$ cat src/rtl/tpe_pkg.sv
package tpe_pkg;
  localparam int TPE_LANES  = 8;
  localparam int TPE_CODE_W = 8;
  localparam int TPE_MSB_W  = 3;
  localparam int TPE_CORR_W = 8;
  localparam int TPE_PERIOD = 32;
  localparam int TPE_ROWS   = 16;
endpackage

$ cat src/rtl/tpe_pattern_mem.sv
module tpe_pattern_mem #(
  parameter int ROWS  = tpe_pkg::TPE_ROWS,
  parameter int ROW_W = tpe_pkg::TPE_LANES * tpe_pkg::TPE_CODE_W,
  localparam int AW   = $clog2(ROWS)
) (
  input  logic             clk,
  input  logic             rst_n,
  input  logic             we,
  input  logic [AW-1:0]    waddr,
  input  logic [ROW_W-1:0] wdata,
  input  logic             re,
  input  logic [AW-1:0]    raddr,
  output logic [ROW_W-1:0] rdata
);
  logic [ROW_W-1:0] store [ROWS];

  always_ff @(posedge clk) begin
    if (we) store[waddr] <= wdata;
  end

  always_ff @(posedge clk) begin
    if (!rst_n)  rdata <= '0;
    else if (re) rdata <= store[raddr];
  end
endmodule

$ cat src/rtl/tpe_corr_table.sv
module tpe_corr_table #(
  parameter int PERIOD = tpe_pkg::TPE_PERIOD,
  parameter int CORR_W = tpe_pkg::TPE_CORR_W,
  parameter int LANES  = tpe_pkg::TPE_LANES,
  localparam int IDX_W = $clog2(PERIOD)
) (
  input  logic                    clk,
  input  logic                    rst_n,
  input  logic                    we,
  input  logic [IDX_W-1:0]        widx,
  input  logic [CORR_W-1:0]       wdata,
  input  logic                    re,
  input  logic [IDX_W-1:0]        base,
  output logic [LANES*CORR_W-1:0] rdata
);
  logic [CORR_W-1:0] tbl [PERIOD];

  always_ff @(posedge clk) begin
    if (!rst_n) begin
      for (int i = 0; i < PERIOD; i++) tbl[i] <= '0;
    end else if (we) begin
      tbl[widx] <= wdata;
    end
  end

  for (genvar k = 0; k < LANES; k++) begin : g_port
    logic [IDX_W-1:0] idx;
    assign idx = base + IDX_W'(k);
    always_ff @(posedge clk) begin
      if (!rst_n)  rdata[k*CORR_W +: CORR_W] <= '0;
      else if (re) rdata[k*CORR_W +: CORR_W] <= tbl[idx];
    end
  end
endmodule

$ cat src/rtl/tpe_lane_seg.sv
module tpe_lane_seg #(
  parameter int CODE_W = tpe_pkg::TPE_CODE_W,
  parameter int MSB_W  = tpe_pkg::TPE_MSB_W,
  parameter int CORR_W = tpe_pkg::TPE_CORR_W,
  localparam int TH_W  = (1 << MSB_W) - 1,
  localparam int LSB_W = CODE_W - MSB_W
) (
  input  logic              clk,
  input  logic              rst_n,
  input  logic              vld,
  input  logic [CODE_W-1:0] code,
  input  logic [CORR_W-1:0] corr,
  output logic [TH_W-1:0]   therm,
  output logic [LSB_W-1:0]  bin
);
  localparam int SUM_W = ((CODE_W > CORR_W) ? CODE_W : CORR_W) + 2;
  localparam logic signed [SUM_W-1:0] MAXV = SUM_W'((1 << CODE_W) - 1);

  logic signed [SUM_W-1:0] sum;
  logic [CODE_W-1:0]       clamped;
  logic [MSB_W-1:0]        msb;
  logic [TH_W-1:0]         th_d;

  assign sum = $signed({{(SUM_W-CODE_W){1'b0}}, code})
             + $signed({{(SUM_W-CORR_W){corr[CORR_W-1]}}, corr});

  always_comb begin
    if (sum < 0)         clamped = '0;
    else if (sum > MAXV) clamped = '1;
    else                 clamped = sum[CODE_W-1:0];
  end

  assign msb = clamped[CODE_W-1 -: MSB_W];

  for (genvar i = 0; i < TH_W; i++) begin : g_unary
    assign th_d[i] = (msb > MSB_W'(i));
  end

  always_ff @(posedge clk) begin
    if (!rst_n) begin
      therm <= '0;
      bin   <= '0;
    end else if (vld) begin
      therm <= th_d;
      bin   <= clamped[LSB_W-1:0];
    end
  end

  // unary field is always a run of low-order ones
  p_unary_shape_r4: assert property (@(posedge clk) disable iff (!rst_n)
    ((therm & (therm + TH_W'(1))) == '0));
  // overflow clamps to full scale
  p_clamp_high_r3: assert property (@(posedge clk) disable iff (!rst_n)
    (vld && sum > MAXV) |=> (&therm && &bin));
  // underflow clamps to zero
  p_clamp_low_r3: assert property (@(posedge clk) disable iff (!rst_n)
    (vld && sum < 0) |=> (therm == '0 && bin == '0));
  // outputs hold while no fresh group arrives
  p_hold_r7: assert property (@(posedge clk) disable iff (!rst_n)
    !vld |=> ($stable(therm) && $stable(bin)));
endmodule

$ cat src/rtl/tpe_tx_engine.sv
module tpe_tx_engine #(
  parameter int LANES  = tpe_pkg::TPE_LANES,
  parameter int CODE_W = tpe_pkg::TPE_CODE_W,
  parameter int MSB_W  = tpe_pkg::TPE_MSB_W,
  parameter int CORR_W = tpe_pkg::TPE_CORR_W,
  parameter int PERIOD = tpe_pkg::TPE_PERIOD,
  parameter int ROWS   = tpe_pkg::TPE_ROWS,
  localparam int AW    = $clog2(ROWS),
  localparam int IDX_W = $clog2(PERIOD),
  localparam int ROW_W = LANES * CODE_W,
  localparam int TH_W  = (1 << MSB_W) - 1,
  localparam int LSB_W = CODE_W - MSB_W
) (
  input  logic                   clk,
  input  logic                   rst_n,
  input  logic                   run_en,
  input  logic [AW-1:0]          seq_last,
  input  logic                   pat_we,
  input  logic [AW-1:0]          pat_addr,
  input  logic [ROW_W-1:0]       pat_wdata,
  input  logic                   cor_we,
  input  logic [IDX_W-1:0]       cor_idx,
  input  logic [CORR_W-1:0]      cor_wdata,
  output logic                   lane_vld,
  output logic [LANES*TH_W-1:0]  lane_therm,
  output logic [LANES*LSB_W-1:0] lane_bin
);
  logic [AW-1:0]             row_ptr;
  logic [IDX_W-1:0]          pos_base;
  logic                      s1_vld;
  logic [ROW_W-1:0]          row_q;
  logic [LANES*CORR_W-1:0]   cor_q;

  always_ff @(posedge clk) begin
    if (!rst_n) begin
      row_ptr  <= '0;
      pos_base <= '0;
      s1_vld   <= 1'b0;
      lane_vld <= 1'b0;
    end else begin
      s1_vld   <= run_en;
      lane_vld <= s1_vld;
      if (run_en) begin
        row_ptr  <= (row_ptr == seq_last) ? '0 : row_ptr + AW'(1);
        pos_base <= pos_base + IDX_W'(LANES);
      end else begin
        row_ptr  <= '0;
        pos_base <= '0;
      end
    end
  end

  tpe_pattern_mem #(.ROWS(ROWS), .ROW_W(ROW_W)) u_pat (
    .clk(clk), .rst_n(rst_n), .we(pat_we), .waddr(pat_addr), .wdata(pat_wdata),
    .re(run_en), .raddr(row_ptr), .rdata(row_q));

  tpe_corr_table #(.PERIOD(PERIOD), .CORR_W(CORR_W), .LANES(LANES)) u_cor (
    .clk(clk), .rst_n(rst_n), .we(cor_we), .widx(cor_idx), .wdata(cor_wdata),
    .re(run_en), .base(pos_base), .rdata(cor_q));

  for (genvar k = 0; k < LANES; k++) begin : g_lane
    tpe_lane_seg #(.CODE_W(CODE_W), .MSB_W(MSB_W), .CORR_W(CORR_W)) u_seg (
      .clk(clk), .rst_n(rst_n), .vld(s1_vld),
      .code(row_q[k*CODE_W +: CODE_W]),
      .corr(cor_q[k*CORR_W +: CORR_W]),
      .therm(lane_therm[k*TH_W +: TH_W]),
      .bin(lane_bin[k*LSB_W +: LSB_W]));
  end

  // pointer returns to row 0 after the last row
  p_ptr_wrap_r6: assert property (@(posedge clk) disable iff (!rst_n)
    (run_en && row_ptr == seq_last) |=> (row_ptr == '0));
  // pointer steps by one inside the sequence
  p_ptr_step_r6: assert property (@(posedge clk) disable iff (!rst_n)
    (run_en && row_ptr != seq_last) |=> (row_ptr == $past(row_ptr) + AW'(1)));
  // position advances by the lane count, modulo the period
  p_base_step_r5: assert property (@(posedge clk) disable iff (!rst_n)
    run_en |=> (pos_base == $past(pos_base) + IDX_W'(LANES)));
  // stopping rewinds pointer and position
  p_rewind_r7: assert property (@(posedge clk) disable iff (!rst_n)
    !run_en |=> (row_ptr == '0 && pos_base == '0));
  // two-stage valid tracking
  p_lat_stage_r2: assert property (@(posedge clk) disable iff (!rst_n)
    run_en |=> ##1 lane_vld);
  // no fresh group two cycles after a stopped cycle
  p_idle_vld_r7: assert property (@(posedge clk) disable iff (!rst_n)
    !run_en |=> ##1 !lane_vld);
endmodule

$ cat config.mk
export PLATFORM = sky130hd
export DESIGN_NAME = tpe_tx_engine
export DESIGN_NICKNAME = d
export VERILOG_FILES = /design/src/rtl/tpe_pkg.sv /design/src/rtl/tpe_pattern_mem.sv /design/src/rtl/tpe_corr_table.sv /design/src/rtl/tpe_lane_seg.sv /design/src/rtl/tpe_tx_engine.sv
export SDC_FILE = /design/constraint.sdc
export NUM_CORES = 2
export LEC_CHECK = 0
export ABC_AREA = 1
export BUFFER_PORTS_ARGS = -buffer_cell sky130_fd_sc_hd__buf_2
export CAP_MARGIN = 15
export CORE_MARGIN = 8
export CORE_UTILIZATION = 30
export CTS_CLUSTER_DIAMETER = 200
export DETAILED_ROUTE_END_ITERATION = 8
export GPL_TIMING_DRIVEN = 0
export HOLD_SLACK_MARGIN = 0.06
export RECOVER_POWER = 25
export SKIP_CTS_REPAIR_TIMING = 1
export SLEW_MARGIN = 5
export SYNTH_ARGS = -nofsm -noshare
export SYNTH_HDL_FRONTEND = slang
export SYNTH_SLANG_ARGS = --single-unit
$ cat constraint.sdc
create_clock -name clk -period 3.8 [get_ports clk]
set_clock_uncertainty 0.1 [all_clocks]
set_input_delay 0.38 -clock clk [delete_from_list [all_inputs] [get_ports clk]]
set_output_delay 0.38 -clock clk [all_outputs]
set_load 0.005 [all_outputs]
After elaboration in Yosys (flattened, before gate mapping)
Memories as Yosys holds them, arrays and structs flattened. A register that Yosys moved wholly into a read port is not among the register bits. Index checks and enable logic that the tools add are counted.

Add/sub/neg operators: 17. $lt $le $gt $ge: 72. Equality and inequality tests: 1. Muxes and demuxes: 25. Bitwise logic cells: 2. Reduce and logical (&&, ||, !) cells: 12.

Operators by type and width (count): $mux W8 (17); $add A9 B8 Y10 (8); $gt A10 B9 Y1 const B (8); $lt A10 B1 Y1 const B (8); $gt A3 B3 Y1 const B (24); $gt A3 B1 Y1 const B (16); $gt A3 B2 Y1 const B (16); $add A5 B3 Y5 const B (4); $add A5 B2 Y5 const B (2); $logic_not A1 Y1 (9); $reduce_or A8 Y1 (1); $mux W1 (7); $add A5 B1 Y5 const B (1); $add A5 B4 Y5 const B (1); $mux W5 (1); $add A4 B1 Y4 const B (1); $eq A4 B4 Y1 (1); $reduce_or A3 Y1 (1); $not A1 Y1 (2); $reduce_and A2 Y1 (1).

Bits in registers: 107. Memory bits (writable): 1280. Bits of input ports: 90. Logic and storage cells: 151. Memories kept: 2.

Memories: u_pat.store (depth 16, width 64, rd ports 1, clocked after Yosys merged registers in 1, write ports 1, line tpe_pattern_mem.sv:15) `logic [ROW_W-1:0] store [ROWS];`; u_cor.tbl (depth 32, width 8, rd ports 8, clocked after Yosys merged registers in 8, write ports 32, line tpe_corr_table.sv:16) `logic [CORR_W-1:0] tbl [PERIOD];`.

Logic depth before layout (Yosys ltp)
Depth in word-level cells: 5. Gate-level depth with buffers: 15. Depth with buffers taken out: 15.

Modules after synthesis
A second synthesis with hierarchy kept.

Cells, all modules: 8224. Area total of the unflattened synthesis: 74901.8 µm².

By module, submodules not included: tpe_pattern_mem (instances 1, cells an instance 3721, area an instance 43897.1 µm²); tpe_corr_table (instances 1, cells an instance 3342, area an instance 22701.8 µm²); tpe_lane_seg (instances 8, cells an instance 139, area an instance 993.5 µm²); tpe_tx_engine (instances 1, cells an instance 49, area an instance 355.3 µm²).

Least setup slack after synthesis
OpenSTA, ideal clock, no wires.

Kind: in2reg. Start: input pat_addr[1]. End: memory u_pat.store[0][0] (netlist bit), enable pin. Setup time: 0.486 ns. Arrival: 3.250 ns. Data required time: 3.214 ns. Setup slack: -0.036 ns. Cell stages on the path: 3. Cells stage by stage: inv_1 > nand3_1 > nor2_1.

RTL lines: start, declared (line tpe_tx_engine.sv:19) `input logic [AW-1:0] pat_addr,`; end, declared (line tpe_pattern_mem.sv:15).

No word-level cell before the write port.

==> impl_metrics.yaml <==
sta:
  worst_pin_slew_ns: 1.11
  finalCritPeriodShare: 0.897
  slew_headroom: 0.263
  final_hold_viol_count: 0
  period_minus_slack_ns: 3.41
  slew_violations: 0
  max_freq_mhz: 294
  setup_viol: 0
  grt_setup_unrepaired: "no"
  fin_ws_ns: 0.393
  fin_tns_setup_ns: 0
placed_design:
  port_buffers: 185
  placed_cell_area_um2: 68300
  hpwl_mm: 154
  post-place-ws_ns: 0.427
  gp_congestion: 0.904
  place_inst: 8650
detailed_routing:
  drc_errors: 0
  routed_wl_mm: 216
  ant_nets: 0
  via_per_inst: 5.17
  dr.pass1.iters: 8
  drtIter0Drc: 5828
  drt-wirelength-per-cell_um: 24.0
  vias: 46600
die:
  die_w_um: 473
  row_count: 168
  start_util: 0.301
  die-area_um2: 224000
  core_area_um2: 209000
  die_h_um: 473
  io-pin-count: 187
power:
  vdd_drop_max_v: 0.000463
  power_density_nw_per_um2: 500
  total_power_mw: 37.0
  p_leak_nw: 26.4
run_status:
  status: "completed"
global_route:
  grt_max_degree: 26
  antenna_found_initial: 28
  gr-usage-all-layers: 0.185
  grt_pass1_vias: 44200
  grt_pass1_wl_mm: 307
  grt.overflow.total: 0
setup_path:
  reg2regPathDepth: 8
  r2r_slack_ns: 0.39
  crit_fanout: 10
  cp.arrival_ns: 3.96
  worstSetupPathType: "reg -> reg"
  crit_path_start: "row_ptr[2]"
  r2r-start: "row_ptr[2]"
  endpoint: "u_pat.rdata[29]"
  critPathLaunchType: "flop"
  required_ns: 4.36
  end_kind: "flop"
  r2r-end: "u_pat.rdata[29]"
finish:
  fillCellCount: 20400
  fin_area_um2: 73900
  drive_above_1_share: 0.0854
  area_delta_synth_final_pct: 17.8
  multi_input_area_um2: 17100
  regArea_um2: 43100
  finalNonFillerCells: 9015
  final_nets: 6246
min_path:
  hp-start: "cor_idx[1]"
  min_path_type: "in -> reg"
synthesis:
  synth_seq_cells: 1512
  synth_edf_count: 1280
  avgSynthCellArea_um2: 11.2
  synth_nets: 5783
  synth_top_area_share: 0.613
  synth_most_common_cell: "edfxtp_1"
  yosys-top-cells-count: "edfxtp_1, nor2_1, o21ai_0"
  post_synth_num_cell_types: 42
  ys_warn_count: 0
  synth_area_leaders: "edfxtp_1, dfxtp_1, nor2_1, o21ai_0, nand2_1"
  async_reset_ff_frac: 0
  synth_top_area_cell: "edfxtp_1"
  ys.flop_type: "edfxtp_1"
  postSynthCellCount: 5612
  yosysSeqAreaShare: 0.687
  syn_area_um2: 62700
cts:
  cts-buffers-inserted: 154
  clkSinkCount: 1512
  clk_path_buf_depth: 3
  clk_latency_ns: 0.81
  htree_levels: 4
  cts-root-buf: "clkbuf_16"
  clk_pin_slew_ns: 0.06
  tritoncts: "built"
flow_run:
  cap_violations: 0
==> through the flow <==
step                utilization  hold WS, ns
floorplan                     -        0.353
global placement          0.322        0.354
detailed placement        0.327        0.353
CTS                       0.351       -0.187
global route              0.354        0.189
finish                    0.354        0.181
==> cell type report <==
cell class / count / area share
Inverter: 311 / 0.0158
Tap cell: 2805 / 0.0475
Antenna cell: 13 / 0.000440
Buffer: 348 / 0.0204
Timing Repair Buffer: 307 / 0.0358
Multi-Input combinational cell: 3441 / 0.231
Clock buffer: 183 / 0.0549
Sequential cell: 1512 / 0.583
Clock inverter: 95 / 0.0113
==> report_power, final <==
part	switching [mW]	leakage (nW)	internal (mW)	total (mW)
logic	2.40	10.5	0.897	3.30
registers	0.272	13.6	18.5	18.8
clock network	6.55	2.37	8.34	14.9
total	9.22	26.4	27.8	37.0
==> kinds of logic after synthesis <==
group / count (synthesis) / share of synthesized area
and+or+nand+nor: 1958 / 0.123
DFF: 1512 / 0.687
AOI/OAI and AO/OA: 1361 / 0.124
buffers and inverters: 659 / 0.0427
adders and majority gates: 81 / 0.0171
xor gates and xnor gates: 41 / 0.00572
==> flip-flops by register name, indices dropped and copies added, names as in the netlist <==
register and flops:
u_cor.rdata 64, s1_vld 1, pos_base 2, u_cor.tbl 256, lane_vld 1, u_pat.rdata 64
row_ptr 4, u_pat.store 1024, g_lane.u_seg.bin 40, g_lane.u_seg.therm 56
==> worst max-delay path, stage by stage, from the launching register on <==
cell	delay [ns]
dfxtp_1	0.30
buf_2	0.19
clkbuf_1	0.84
clkbuf_1	0.63
o221ai_1	0.27
nand3_1	0.17
nand3_1	0.42
o211ai_1	0.25
inv_1	0.06
==> how the worst min path moves through the flow <==
stage	endpoint	slack, ns	cells past startpoint
final	u_cor.tbl[0][7]	0.18	4
after CTS	u_pat.store[11][23]	-0.19	1
after floorplan	u_pat.rdata[0]	0.35	2
after global placement	g_lane[6].u_seg.bin[2]	0.35	2
after global routing	u_pat.store[7][1]	0.19	3
after detailed placement	g_lane[5].u_seg.bin[0]	0.35	2
==> layer usage <==
layer / GRT usage / share of wire / wire length (µm) / vias to the layer above
met1: 0.237 / 0.40 / 86800 / 22900
met4: 0.0943 / 0.057 / 12300 / 20
li1: - / - / - / 20900
met5: 0 / 0.00056 / 122 / -
met2: 0.294 / 0.45 / 98000 / 2371
met3: 0.0415 / 0.088 / 18900 / 475
==> cell usage in the layout (no fill, tap or decap), drive strengths merged <==
cell type	count
a21o	2
a21oi	130
a31oi	3
and2	2
buf	271
bufinv	10
clkbuf	493
clkinv	72
clkinvlp	8
dfxtp	232
diode	13
dlygate4sd3	74
edfxtp	1280
fa	8
ha	73
inv	316
nand2	486
nand3	200
nand3b	6
nand4	10
nor2	1230
nor3	17
o211ai	74
o21a	1
o21ai	823
o21bai	7
o221ai	124
o22ai	196
o41ai	1
or2	7
xnor2	16
xor2	25
No activity file was read; power rests on OpenSTA's default activity.
